$ cat src/rtl/cpd_pkg.sv
package cpd_pkg;
  localparam int STS_W     = 8;
  localparam int STS_CHG   = 0;
  localparam int STS_DET1  = 2;
  localparam int STS_DET2  = 3;
  localparam int STS_CRDY  = 5;
  localparam int STS_IORDY = 6;

  typedef struct packed {
    logic present;
    logic change;
    logic insert;
    logic remove;
  } cpd_pres_t;
endpackage

$ cat src/rtl/cpd_sync.sv
module cpd_sync #(
  parameter int               WIDTH   = 4,
  parameter int               STAGES  = 2,
  parameter logic [WIDTH-1:0] RST_VAL = '0
) (
  input  logic             clk,
  input  logic             rst_n,
  input  logic [WIDTH-1:0] d,
  output logic [WIDTH-1:0] q
);
  logic [WIDTH-1:0] stg_q [STAGES];
  logic [WIDTH-1:0] stg_d [STAGES];

  always_comb begin
    stg_d[0] = d;
    for (int i = 1; i < STAGES; i++) stg_d[i] = stg_q[i-1];
  end

  generate
    for (genvar g = 0; g < STAGES; g++) begin : g_stage
      always_ff @(posedge clk or negedge rst_n) begin
        if (!rst_n) stg_q[g] <= RST_VAL;
        else        stg_q[g] <= stg_d[g];
      end
    end
  endgenerate

  assign q = stg_q[STAGES-1];
endmodule

$ cat src/rtl/cpd_presence.sv
module cpd_presence
  import cpd_pkg::*;
#(
  parameter int SYNC_STAGES = 2
) (
  input  logic      clk,
  input  logic      rst_n,
  input  logic      det1_s,
  input  logic      det2_s,
  input  logic      chg_clr,
  output cpd_pres_t pres,
  output logic      chg_flag
);
  localparam int SETTLE = SYNC_STAGES + 1;
  localparam int CW     = $clog2(SETTLE + 1);

  logic [CW-1:0] settle_q, settle_d;
  logic          present_q, present_d;
  logic          event_q, event_d;
  logic          ins_q, ins_d;
  logic          rm_q, rm_d;
  logic          chg_q, chg_d;
  logic          both_low, armed, differs;

  always_comb begin
    both_low  = ~det1_s & ~det2_s;
    armed     = (settle_q == CW'(SETTLE));
    differs   = both_low ^ present_q;
    settle_d  = armed ? settle_q : settle_q + CW'(1);
    present_d = both_low;
    event_d   = armed & differs;
    ins_d     = armed & differs & both_low;
    rm_d      = armed & differs & ~both_low;
    chg_d     = event_d | (chg_q & ~chg_clr);
  end

  always_ff @(posedge clk or negedge rst_n) begin
    if (!rst_n) begin
      settle_q  <= '0;
      present_q <= 1'b0;
      event_q   <= 1'b0;
      ins_q     <= 1'b0;
      rm_q      <= 1'b0;
      chg_q     <= 1'b0;
    end else begin
      settle_q  <= settle_d;
      present_q <= present_d;
      event_q   <= event_d;
      ins_q     <= ins_d;
      rm_q      <= rm_d;
      chg_q     <= chg_d;
    end
  end

  assign pres.present = present_q;
  assign pres.change  = event_q;
  assign pres.insert  = ins_q;
  assign pres.remove  = rm_q;
  assign chg_flag     = chg_q;

  // an armed presence change always comes with an event
  p_event_on_change_r3: assert property (@(posedge clk) disable iff (!rst_n)
    (armed && (present_q != $past(present_q)) && ($past(settle_q) == CW'(SETTLE)))
      |-> event_q);

  // an insertion marker is only raised with presence and an event
  p_insert_is_present_r2: assert property (@(posedge clk) disable iff (!rst_n)
    ins_q |-> (present_q && event_q && !rm_q));

  // no event while the synchronizers are still filling
  p_quiet_settle_r8: assert property (@(posedge clk) disable iff (!rst_n)
    !armed |=> !event_q);
endmodule

$ cat src/rtl/cpd_rst_timer.sv
module cpd_rst_timer #(
  parameter int RST_CYCLES = 20000
) (
  input  logic clk,
  input  logic rst_n,
  input  logic start,
  input  logic abort,
  output logic busy
);
  localparam int CW = $clog2(RST_CYCLES + 1);

  logic [CW-1:0] cnt_q, cnt_d;

  always_comb begin
    if (start)              cnt_d = CW'(RST_CYCLES);
    else if (abort)         cnt_d = '0;
    else if (cnt_q != '0)   cnt_d = cnt_q - CW'(1);
    else                    cnt_d = cnt_q;
  end

  always_ff @(posedge clk or negedge rst_n) begin
    if (!rst_n) cnt_q <= '0;
    else        cnt_q <= cnt_d;
  end

  assign busy = (cnt_q != '0);

  // a pulse always begins at its full length
  p_load_full_r2: assert property (@(posedge clk) disable iff (!rst_n)
    $rose(busy) |-> (cnt_q == CW'(RST_CYCLES)));

  // while running and undisturbed the count falls by one
  p_count_down_r2: assert property (@(posedge clk) disable iff (!rst_n)
    (busy && !start && !abort) |=> (cnt_q == $past(cnt_q) - CW'(1)));

  // a removal ends the pulse on the next cycle
  p_abort_ends_r7: assert property (@(posedge clk) disable iff (!rst_n)
    (abort && !start) |=> !busy);
endmodule

$ cat src/rtl/cpd_card_detect.sv
module cpd_card_detect
  import cpd_pkg::*;
#(
  parameter int unsigned CLK_HZ      = 100_000_000,
  parameter int unsigned PULSE_US    = 200,
  parameter int          SYNC_STAGES = 2
) (
  input  logic             clk,
  input  logic             rst_n,
  input  logic             det1_n,
  input  logic             det2_n,
  input  logic             card_rdy,
  input  logic             io_rdy,
  input  logic             sw_rst_req,
  input  logic             chg_clr,
  output logic             card_present,
  output logic             det_event,
  output logic             card_reset,
  output logic [STS_W-1:0] status
);
  localparam int RST_CYCLES = int'((CLK_HZ / 1_000_000) * PULSE_US);
  localparam int NSYNC      = 4;

  logic [NSYNC-1:0] raw_in, syn;
  cpd_pres_t        pres;
  logic             chg_flag, pulse_busy;

  assign raw_in = {io_rdy, card_rdy, det2_n, det1_n};

  cpd_sync #(
    .WIDTH  (NSYNC),
    .STAGES (SYNC_STAGES),
    .RST_VAL(4'b0011)
  ) u_sync (
    .clk  (clk),
    .rst_n(rst_n),
    .d    (raw_in),
    .q    (syn)
  );

  cpd_presence #(
    .SYNC_STAGES(SYNC_STAGES)
  ) u_pres (
    .clk     (clk),
    .rst_n   (rst_n),
    .det1_s  (syn[0]),
    .det2_s  (syn[1]),
    .chg_clr (chg_clr),
    .pres    (pres),
    .chg_flag(chg_flag)
  );

  cpd_rst_timer #(
    .RST_CYCLES(RST_CYCLES)
  ) u_timer (
    .clk  (clk),
    .rst_n(rst_n),
    .start(pres.insert),
    .abort(pres.remove),
    .busy (pulse_busy)
  );

  always_comb begin
    status            = '0;
    status[STS_CHG]   = chg_flag;
    status[STS_DET1]  = syn[0];
    status[STS_DET2]  = syn[1];
    status[STS_CRDY]  = syn[2];
    status[STS_IORDY] = syn[3];
  end

  assign card_present = pres.present;
  assign det_event    = pres.change;
  assign card_reset   = pulse_busy | sw_rst_req;

  // software request always reaches the card reset
  p_sw_forces_r6: assert property (@(posedge clk) disable iff (!rst_n)
    sw_rst_req |-> card_reset);

  // every event leaves the sticky flag set
  p_chg_on_event_r5: assert property (@(posedge clk) disable iff (!rst_n)
    det_event |-> status[STS_CHG]);

  // a reset pulse follows an insertion event
  p_pulse_after_insert_r2: assert property (@(posedge clk) disable iff (!rst_n)
    (det_event && card_present) |=> card_reset);
endmodule

$ cat config.mk
export PLATFORM = sky130hd
export DESIGN_NAME = cpd_card_detect
export DESIGN_NICKNAME = d
export VERILOG_FILES = /design/src/rtl/cpd_pkg.sv /design/src/rtl/cpd_sync.sv /design/src/rtl/cpd_presence.sv /design/src/rtl/cpd_rst_timer.sv /design/src/rtl/cpd_card_detect.sv
export SDC_FILE = /design/constraint.sdc
export NUM_CORES = 1
export LEC_CHECK = 0
export ABC_AREA = 1
export BUFFER_PORTS_ARGS = -buffer_cell sky130_fd_sc_hd__buf_2
export CORE_ASPECT_RATIO = 1.25
export CORE_MARGIN = 5
export CORE_UTILIZATION = 55
export CTS_CLUSTER_DIAMETER = 100
export CTS_CLUSTER_SIZE = 8
export DETAILED_ROUTE_END_ITERATION = 7
export PLACE_DENSITY = 0.76
export SYNTH_ARGS = -nofsm -noshare
export SYNTH_HDL_FRONTEND = slang
export SYNTH_HIERARCHICAL = 1
export SYNTH_SLANG_ARGS = --single-unit
$ cat constraint.sdc
create_clock -name clk -period 3.3 [get_ports clk]
set_input_delay 0.66 -clock clk [delete_from_list [all_inputs] [get_ports clk]]
set_output_delay 0.66 -clock clk [all_outputs]
set_load 0.1 [all_outputs]
==> impl_metrics.csv, run 1 <==
group,metric,value,unit
sta,fmax,0.372,GHz
synthesis,ys_seq_area_share,49.2,%
synthesis,synthesis.instances,175,
cts,cts_sinks,30,
global_route,grt_overflow,0,
setup_path,start_kind,"register",
cts,cts-root-to-sink-buffers,2,
cts,cts_tree,"yes",
synthesis,yosys_most_used_dff,"dfrtp_1",
cts,htree_levels,2,
sta,rsz0062_at_grt,"no",
setup_path,worstSetupPathType,"register to output port",
sta,skew,0.00649,ns
routing,vias_per_cell,5.14,
sta,slew_violations,0,
pwr,power_density,714,nW/um^2
setup_path,endpoint_kind,"output port",
sta,fin_crit_sh,81.5,%
setup_path,r2r-start,"u_timer/cnt_q[0]",
pwr,static-leakage-power,0.863,nW
sta,relSlewSlack,57.1,%
floorplanning,initial_core_util,57.3,%
global_route,antenna_found_initial,0,
global_route,grt_max_degree,31,
setup_path,crit_arrival,2.03,ns
routing,wirelength,2780,um
cts,root_buffer,"clkbuf_4",
cts,cts_repair_resize_count,0,
routing,wl_per_cell,12.3,um
hold_path,hp-class,"input pin to async pin",
placement,port_buffers,15,
sta,min_period,2.69,ns
finish,fillers,241,
sta,setup_violations,0,
finish,layout.nets,201,
synthesis,synth_largest_area_cell,"dfrtp_1",
synthesis,avgSynthCellArea,8.78,um^2
finish,layoutNonFillerInstCount,226,
setup_path,path_cells,"inv_1 > ha_1 > nand2_4 > nor2_8 > nand4_2 > or2_1 > inv_1 > nand2_1 > buf_2",
finish,layout-drive-gt1-share,24.5,%
floorplanning,die_x,57.3,um
routing,drtAntennaViolNets,0,
global_route,grt_pass1_vias,1189,
routing,drc,0,
cts,cts_inserted_buffers,5,
floorplanning,core_area,2680,um^2
floorplanning,die_h,69.1,um
sta,setup-tns-final,0,ns
synthesis,yosysMostFrequentCell,"nand2_1",
pwr,vdd_ir_drop_max,400,uV
status,status,"finished, final reports clean",
setup_path,crit_start,"u_timer/cnt_q[0]",
synthesis,synthArstFlopShare,100,%
cts,clkTransAtPathRegs,0.09,ns
routing,vias,1161,
synthesis,ys_ff_latch,30,
cts,post-cts-setup-buffers,0,
routing,drtPass1Iterations,4,
placement,placed_cells,218,
sta,finalHoldViolations,0,
placement,hpwl,2040,um
floorplanning,die_area,3960,um^2
synthesis,netlist_top_cells_area,"dfrtp_1, nand2_1, dfstp_2",
synthesis,synthTopCellsByCount,"nand2_1, dfrtp_1, inv_1",
synthesis,synth-edff-count,0,
synthesis,synth_top_area_share,42.3,%
setup_path,critical_path.max_fanout,7,
finish,area_growth,8.14,%
global_route,track_usage,16.4,%
routing,first_iter_violations,22,
floorplanning,rows,21,
sta,tightest_slew,0.644,ns
cts,insertion_delay,0.32,ns
synthesis,synth_area,1540,um^2
global_route,grt_pass1_wl,5010,um
floorplanning,io_pins,19,
synthesis,ys_warn_count,6,
setup_path,critPathMaxStageDelay,0.37,ns
job,maxCapViolCount,0,
placement,gp_congestion,0.887,
setup_path,critical_path.most_common_cell,"inv_1",
setup_path,cp.required,2.64,ns
cts,cts_hold_buf,0,
finish,antennaDiodeCount,0,
setup_path,critPathSlowestCell,"dfrtp_1",
synthesis,synth_cell_types,30,
==> routing by layer <==
layer  track usage [%]  wire (um)
met1              17.8       1140
met2              27.8       1500
met4              7.99         33
met3              5.78        110
met5                 0          0
==> metrics by stage <==
step	hold slack, ns	power, mW	area, um^2	util, %	setup slack (ns)
after floorplan	0.331	0.895	1540	-	0.822
after global placement	0.332	0.951	1600	59.8	0.996
after detailed placement	0.335	0.967	1600	59.8	0.957
after CTS	0.356	1.20	1660	62.0	0.591
after global routing	0.368	1.28	1660	62.0	0.406
final	0.352	1.19	1660	62.0	0.611
==> cells by family after synthesis <==
group                    Yosys count  synth area share [%]
buffers and inverters             36                  10.7
XOR/XNOR                           1                 0.570
adder cells (fa/ha/maj)            2                  1.63
other                              1                 0.244
AND/OR/NAND/NOR                   94                  33.8
AO/OA/AOI/OAI                     11                  3.83
flip-flops                        30                  49.2
==> final timing paths <==
kind | endpoint | slack [ns] | cells after the start
max | card_reset | 0.61 | 9
min | u_timer/cnt_q[11] | 0.35 | 1
min in group clk | u_sync/q[2] | 0.35 | 0
max in group asynchronous | u_timer/cnt_q[0] | 2.52 | 1
max reg2reg | u_timer/cnt_q[5] | 1.78 | 7
min reg2reg | u_sync/q[2] | 0.35 | 0
==> power breakdown <==
part           internal [mW]  switching [mW]  total [mW]
Clock                  0.103           0.123       0.226
Combinational          0.141           0.290       0.431
Sequential             0.440          0.0892       0.529
Total                  0.684           0.502        1.19
==> registers in the layout, summed over array words and instances (netlist names) <==
signal,flops
u_timer/cnt_q,15
u_sync/q,4
u_sync/stg_d,4
u_pres/settle_q,2
u_pres/chg_flag,1
u_pres/event_q,1
u_pres/ins_q,1
u_pres/present_q,1
u_pres/rm_q,1
==> cell type report <==
cell class	instances	area (um^2)	area share [%]
Timing Repair Buffer	15	75.1	4.52
Clock inverter	1	5.00	0.301
Inverter	28	105	6.33
Sequential cell	30	756	45.5
Tap cell	34	42.5	2.56
Multi-Input combinational cell	111	623	37.5
Clock buffer	7	55.1	3.31
==> critical path: cells and delay by family (launching register included) <==
kind	cells	cell delay [ns]
adder cells (fa/ha/maj)	1	0.26
flip-flops	1	0.37
buffers and inverters	3	0.47
AND/OR/NAND/NOR	5	0.61
==> layout by cell type (no fill, tap or decap), types with 2 or more instances in the layout <==
master,Yosys,routed
o21ai_1,2,2
nor2_1,16,16
ha_1,2,2
dfrtp_1,26,26
nand4_1,4,4
nor2_4,6,6
clkinv_1,2,2
nor3_1,4,4
nand3_1,15,15
o21ai_0,2,2
dfstp_2,4,4
conb_1,1,3
or2_1,2,2
clkbuf_4,0,5
nand2_2,4,4
a21oi_1,6,6
buf_2,0,15
inv_1,25,25
nor2_2,2,2
nand2_1,33,33
Note: power is estimated with default switching activity, not from simulation.
==> run 2: changes to the inputs <==
--- a/config.mk
+++ b/config.mk
@@ -5,7 +5,7 @@
 export SDC_FILE = /design/constraint.sdc
 export NUM_CORES = 1
 export LEC_CHECK = 0
-export ABC_AREA = 1
+export ABC_AREA = 0
 export BUFFER_PORTS_ARGS = -buffer_cell sky130_fd_sc_hd__buf_2
 export CORE_ASPECT_RATIO = 1.25
 export CORE_MARGIN = 5
@@ -13,7 +13,7 @@
 export CTS_CLUSTER_DIAMETER = 100
 export CTS_CLUSTER_SIZE = 8
 export DETAILED_ROUTE_END_ITERATION = 7
-export PLACE_DENSITY = 0.76
+export PLACE_DENSITY = 0.77
 export SYNTH_ARGS = -nofsm -noshare
 export SYNTH_HDL_FRONTEND = slang
 export SYNTH_HIERARCHICAL = 1
==> constraint.sdc (replaced) <==
create_clock -name clk -period 2.6 [get_ports clk]
set_input_delay 0.52 -clock clk [delete_from_list [all_inputs] [get_ports clk]]
set_output_delay 0.52 -clock clk [all_outputs]
set_load 0.1 [all_outputs]
==> impl_metrics.csv, run 2 <==
group,metric,value,unit
pwr,static-leakage-power,0.725,nW
pwr,p_int,0.946,mW
finish,layout.nets,157,
cts,clkTransAtPathRegs,0.09,ns
pwr,pwr-share-comb,36.4,%
floorplanning,core_area,2430,um^2
synthesis,yosys_most_used_dff,"dfrtp_1",
floorplanning,die_h,66.3,um
global_route,grt_pass1_vias,953,
cts,insertion_delay,0.32,ns
pwr,p_switching,0.590,mW
routing,drc,0,
status,status,"finished, final reports clean",
routing,drtAntennaViolNets,0,
job,maxCapViolCount,0,
cts,cts_tree,"yes",
global_route,antenna_found_initial,0,
sta,fmax,0.408,GHz
finish,ff_latch_area,756,um^2
global_route,track_usage,16.6,%
sta,setup_violations,0,
synthesis,synth_top_area_share,46.6,%
floorplanning,initial_core_util,57.5,%
synthesis,avgSynthCellArea,11.0,um^2
routing,vias,992,
synthesis,ys_warn_count,6,
cts,cts_sinks,30,
cts,cts-root-to-sink-buffers,2,
sta,min_period,2.45,ns
synthesis,synthTopCellsByCount,"dfrtp_1, nor2_1, buf_4",
pwr,seq_power_share,45.3,%
synthesis,synth_cell_types,46,
synthesis,netlist_top_cells_area,"dfrtp_1, dfstp_2, buf_4",
finish,largest_reg_flops,15,
global_route,grt_max_degree,31,
pwr,p_clk_share,18.3,%
global_route,grt_pass1_wl,4240,um
finish,multi_input_area,553,um^2
sta,fin_crit_sh,94.3,%
pwr,total_power,1.54,mW
routing,wl_per_cell,13.2,um
finish,layout-drive-gt1-share,33.1,%
pwr,power_density,983,nW/um^2
synthesis,ys_seq_area_share,54.2,%
sta,setup-tns-final,0,ns
placement,gp_congestion,0.962,
synthesis,synth_largest_area_cell,"dfrtp_1",
finish,antennaDiodeCount,0,
sta,skew,0.00677,ns
sta,setup_ws,0.148,ns
synthesis,synth_area,1400,um^2
pwr,p_sw_share,38.4,%
hold_path,hp-class,"input pin to async pin",
synthesis,synth-edff-count,0,
sta,relSlewSlack,58.4,%
floorplanning,die_area,3650,um^2
routing,wirelength,2400,um
floorplanning,die_x,55.0,um
routing,first_iter_violations,27,
finish,top_register,"u_timer/cnt_q",
setup_path,start_kind,"register",
routing,vias_per_cell,5.48,
cts,htree_levels,2,
setup_path,cp.required,2.08,ns
floorplanning,io_pins,19,
finish,fillers,221,
sta,finalHoldViolations,0,
placement,hpwl,1780,um
finish,final_cell_mix,"dfrtp_1, buf_2, nor2_1",
pwr,vdd_ir_drop_max,583,uV
global_route,grt_overflow,0,
cts,cts_hold_buf,0,
placement,port_buffers,15,
floorplanning,rows,20,
finish,area_growth,12.0,%
cts,cts_inserted_buffers,5,
synthesis,ys_ff_latch,30,
sta,rsz0062_at_grt,"no",
setup_path,endpoint_kind,"output port",
synthesis,synthArstFlopShare,100,%
setup_path,worstSetupPathType,"register to output port",
routing,drtPass1Iterations,4,
placement,post-place-ws,0.287,ns
setup_path,crit_arrival,1.93,ns
sta,tightest_slew,0.624,ns
sta,slew_violations,0,
synthesis,synthesis.instances,127,
synthesis,yosysMostFrequentCell,"dfrtp_1",
setup_path,critical_path.max_fanout,7,
finish,layout_commonest_cell,"dfrtp_1",
cts,root_buffer,"clkbuf_4",
[run 2: routing by layer]
metal	part of all wire (%)	wire length, um	GRT usage [%]
met1	41	983	19.8
met2	51	1220	25.3
met3	5.8	140	6.32
met4	2.3	54	8.81
met5	0	0	0
[run 2: logic make-up (layout without fill, tap and decap cells)]
kind of cell | Yosys count | after routing | synth area share [%]
mux | 2 | 2 | 1.52
fa+ha+maj | 2 | 2 | 1.79
buf+inv | 17 | 36 | 7.26
simple gates | 48 | 48 | 20.9
other cells | 1 | 3 | 0.269
flops | 30 | 30 | 54.2
xor+xnor | 5 | 5 | 3.14
compound gates | 22 | 22 | 10.9
[run 2: worst max-delay path: stages (launching register included)]
cell and delay, ns:
dfrtp_1 0.40, inv_1 0.10, ha_2 0.21, nor3b_2 0.18, and4_1 0.24, inv_2 0.08
or2_1 0.22, buf_6 0.18
[run 2: repair_timing]
action / CTS / global route
setup endpoints to repair: 1 / 1
buffers inserted: 0 / 2
resized for setup: 2 / 3
[run 2: final timing paths]
path,from,endpoint,slack (ns),cells after the start
worst min-delay path,rst_n,u_pres/event_q,0.20,1
worst min register to register,u_sync/stg_d[0],u_sync/q[0],0.36,0
worst max-delay path,u_timer/cnt_q[0],card_reset,0.15,7
min in group clk,det1_n,u_sync/stg_d[0],0.29,1
worst max register to register,u_timer/cnt_q[0],u_timer/cnt_q[6],0.65,6
max in group asynchronous,rst_n,u_timer/cnt_q[6],1.99,1
[run 2: area by class of cell]
type / count / area share (%)
tap: 33 / 2.64
clock buffer: 7 / 3.52
multi-input combinational: 82 / 35.4
sequential: 30 / 48.4
clock inverter: 1 / 0.320
inverter: 7 / 1.68
timing repair buffer: 21 / 8.09
[run 2: power by group through the flow]
stage	Clock (mW)	Combinational [mW]	Sequential [mW]
floorplan	0	0.392	0.703
global placement	0	0.512	0.699
detailed placement	0	0.524	0.709
CTS	0.295	0.532	0.702
global route	0.320	0.619	0.716
finish	0.280	0.559	0.696
[run 2: metrics by stage]
step,instance area [um^2],util (%),hold slack [ns],instances
6_report,1560,64.4,0.201,181
3_3_place_gp,1470,60.7,0.338,171
2_1_floorplan,1400,-,0.224,129
5_1_grt,1560,64.4,0.241,181
3_5_place_dp,1470,60.7,0.344,171
4_1_cts,1540,63.5,0.212,179
==> run 3: changes to the inputs <==
--- a/config.mk
+++ b/config.mk
@@ -16,5 +16,4 @@
 export PLACE_DENSITY = 0.77
 export SYNTH_ARGS = -nofsm -noshare
 export SYNTH_HDL_FRONTEND = slang
-export SYNTH_HIERARCHICAL = 1
 export SYNTH_SLANG_ARGS = --single-unit
==> impl_metrics.csv, run 3 <==
group,metric,value,unit
finish,layout.nets,149,
global_route,grt_pass1_vias,949,
sta,holdWs,0.199,ns
sta,relSlewSlack,57.9,%
floorplanning,die_h,65.7,um
synthesis,synth_top_family_by_area,"simple AND/OR/NAND/NOR gates",
routing,drtPass1Iterations,4,
global_route,antenna_found_initial,0,
synthesis,synth_adder_area_share,1.83,%
synthesis,synth-compound-area-share,7.34,%
synthesis,synthSimpleGateAreaFrac,21.8,%
setup_path,critical_path.max_fanout,12,
sta,skew,0.0157,ns
floorplanning,rows,20,
synthesis,netlist_top_cells_area,"dfrtp_1, dfstp_2, buf_4",
synthesis,synth-edff-count,0,
sta,finalHoldViolations,0,
routing,wl_per_cell,13.4,um
floorplanning,io_pins,19,
synthesis,synthTopCellsByCount,"dfrtp_1, nor2_1, nand2_1",
cts,clkTransAtPathRegs,0.10,ns
synthesis,synthXorXnorAreaFrac,4.50,%
finish,area_growth,10.6,%
routing,drtAntennaViolNets,0,
cts,cts_hold_buf,0,
synthesis,synth_largest_area_cell,"dfrtp_1",
routing,drc,0,
floorplanning,die_area,3580,um^2
finish,layout_commonest_cell,"dfrtp_1",
setup_path,path_cells,"inv_1 > ha_2 > nor4b_4 > and4_4 > nand2b_1 > clkbuf_4",
setup_path,start_kind,"register",
placement,placed_cells,165,
setup_path,critPathMaxStageDelay,0.41,ns
finish,antennaDiodeCount,0,
synthesis,ys_seq_area_share,55.4,%
pwr,vdd_ir_drop_max,529,uV
placement,gp_congestion,0.841,
hold_path,hp-class,"input pin to async pin",
routing,vias_per_cell,5.22,
cts,cts_tree,"yes",
setup_path,crit_arrival,1.97,ns
synthesis,ys_ff_latch,30,
finish,layoutNonFillerInstCount,173,
cts,insertion_delay,0.32,ns
synthesis,synthArstFlopShare,100,%
sta,setup_violations,0,
cts,cts_inserted_buffers,5,
placement,port_buffers,15,
global_route,grt_max_degree,31,
synthesis,synthesis.instances,122,
floorplanning,core_area,2400,um^2
status,status,"finished, final reports clean",
sta,setup_ws,0.114,ns
floorplanning,die_x,54.5,um
finish,final_cell_mix,"dfrtp_1, buf_2, nor2_1",
synthesis,yosys_most_used_dff,"dfrtp_1",
global_route,grt_pass1_wl,4170,um
cts,cts-root-to-sink-buffers,2,
global_route,track_usage,16.6,%
sta,fmax,0.402,GHz
cts,root_buffer,"clkbuf_4",
pwr,static-leakage-power,0.666,nW
finish,largest_reg_flops,15,
sta,slew_violations,0,
cts,htree_levels,2,
synthesis,avgSynthCellArea,11.2,um^2
synthesis,ys_warn_count,0,
synthesis,yosysMostFrequentCell,"dfrtp_1",
global_route,grt_overflow,0,
synthesis,synthMuxAreaShare,3.03,%
cts,post-cts-setup-buffers,0,
finish,layout-drive-gt1-share,25.0,%
routing,first_iter_violations,20,
setup_path,cp.required,2.08,ns
routing,vias,903,
setup_path,endpoint_kind,"output port",
floorplanning,initial_core_util,56.8,%
routing,wirelength,2310,um
setup_path,worstSetupPathType,"register to output port",
job,maxCapViolCount,0,
setup_path,critPathSlowestCell,"dfrtp_1",
synthesis,synth_top_area_share,47.7,%
placement,hpwl,1670,um
synthesis,synth_area,1360,um^2
cts,cts_sinks,30,
synthesis,synth_cell_types,38,
placement,post-place-ws,0.289,ns
finish,top_register,"u_timer.cnt_q",
sta,fin_crit_sh,95.6,%
pwr,power_density,927,nW/um^2
sta,min_period,2.49,ns
sta,tightest_slew,0.631,ns
[run 3: changes by cell type in the layout (fill, tap and decap cells not counted), sizes merged, moves of 3 or more]
cell    delta
a31oi      -3
buf        -6
nand4      +3
nor2       -4
o21bai     +4
or3        +5
or4        -4
[run 3: repair_timing]
action                     CTS  global route
setup endpoints to repair    1             1
gates resized for setup      1             4
pin swaps                    0             0
[run 3: through the flow]
stage	area [um^2]	total power [mW]	utilization [%]	TNS, ns
6_report	1510	1.40	62.8	0
5_1_grt	1510	1.51	62.8	-0.0180
4_1_cts	1490	1.40	62.0	0
3_5_place_dp	1440	1.14	59.7	0
3_3_place_gp	1440	1.12	59.7	0
2_1_floorplan	1370	1.04	-	0
[run 3: worst paths after layout]
path	slack, ns	cells after the start	from	end
worst max register to register	0.84	6	u_timer.cnt_q[0]	u_timer.cnt_q[3]
worst max-delay path	0.11	6	u_timer.cnt_q[0]	card_reset
worst min register to register	0.33	0	u_sync.stg_d[2]	u_sync.q[2]
worst min-delay path	0.20	1	rst_n	u_timer.cnt_q[14]
min in group clk	0.30	1	det1_n	u_sync.stg_d[0]
max in group asynchronous	1.97	1	rst_n	u_pres.chg_flag
[run 3: per-layer routing]
metal	track usage, %	vias to the layer above	part of all wire [%]
li1	-	450	-
met1	19.6	428	42
met5	0	-	0
met3	5.44	8	3.9
met4	10.3	0	3.2
met2	25.4	17	50
[run 3: power by group]
| group | switching [mW] | total (mW) | internal (mW) |
|---|---|---|---|
| Combinational | 0.274 | 0.465 | 0.191 |
| Clock | 0.144 | 0.252 | 0.108 |
| Sequential | 0.120 | 0.682 | 0.562 |
| Total | 0.538 | 1.40 | 0.861 |
[run 3: kinds of logic after synthesis]
kind of cell               count (synthesis)
buffers and inverters                     13
DFF                                       30
other                                      1
and+or+nand+nor                           49
AOI/OAI and AO/OA                         16
muxes                                      4
adders and majority gates                  2
xor gates and xnor gates                   7
[run 3: layout make-up]
type / count / area (um^2)
repair buffers: 16 / 85.1
fillers: 210 / 893
flip-flops and latches: 30 / 756
inverters: 5 / 18.8
well taps: 33 / 41.3
clock buffers: 8 / 48.8
multi-input cells: 81 / 559
[run 3: worst max-delay path, delay by kind of cell, from the launching register on]
kind                       cells  cell delay, ns
DFF                            1            0.41
adders and majority gates      1            0.23
and+or+nand+nor                3            0.63
buffers and inverters          2            0.38
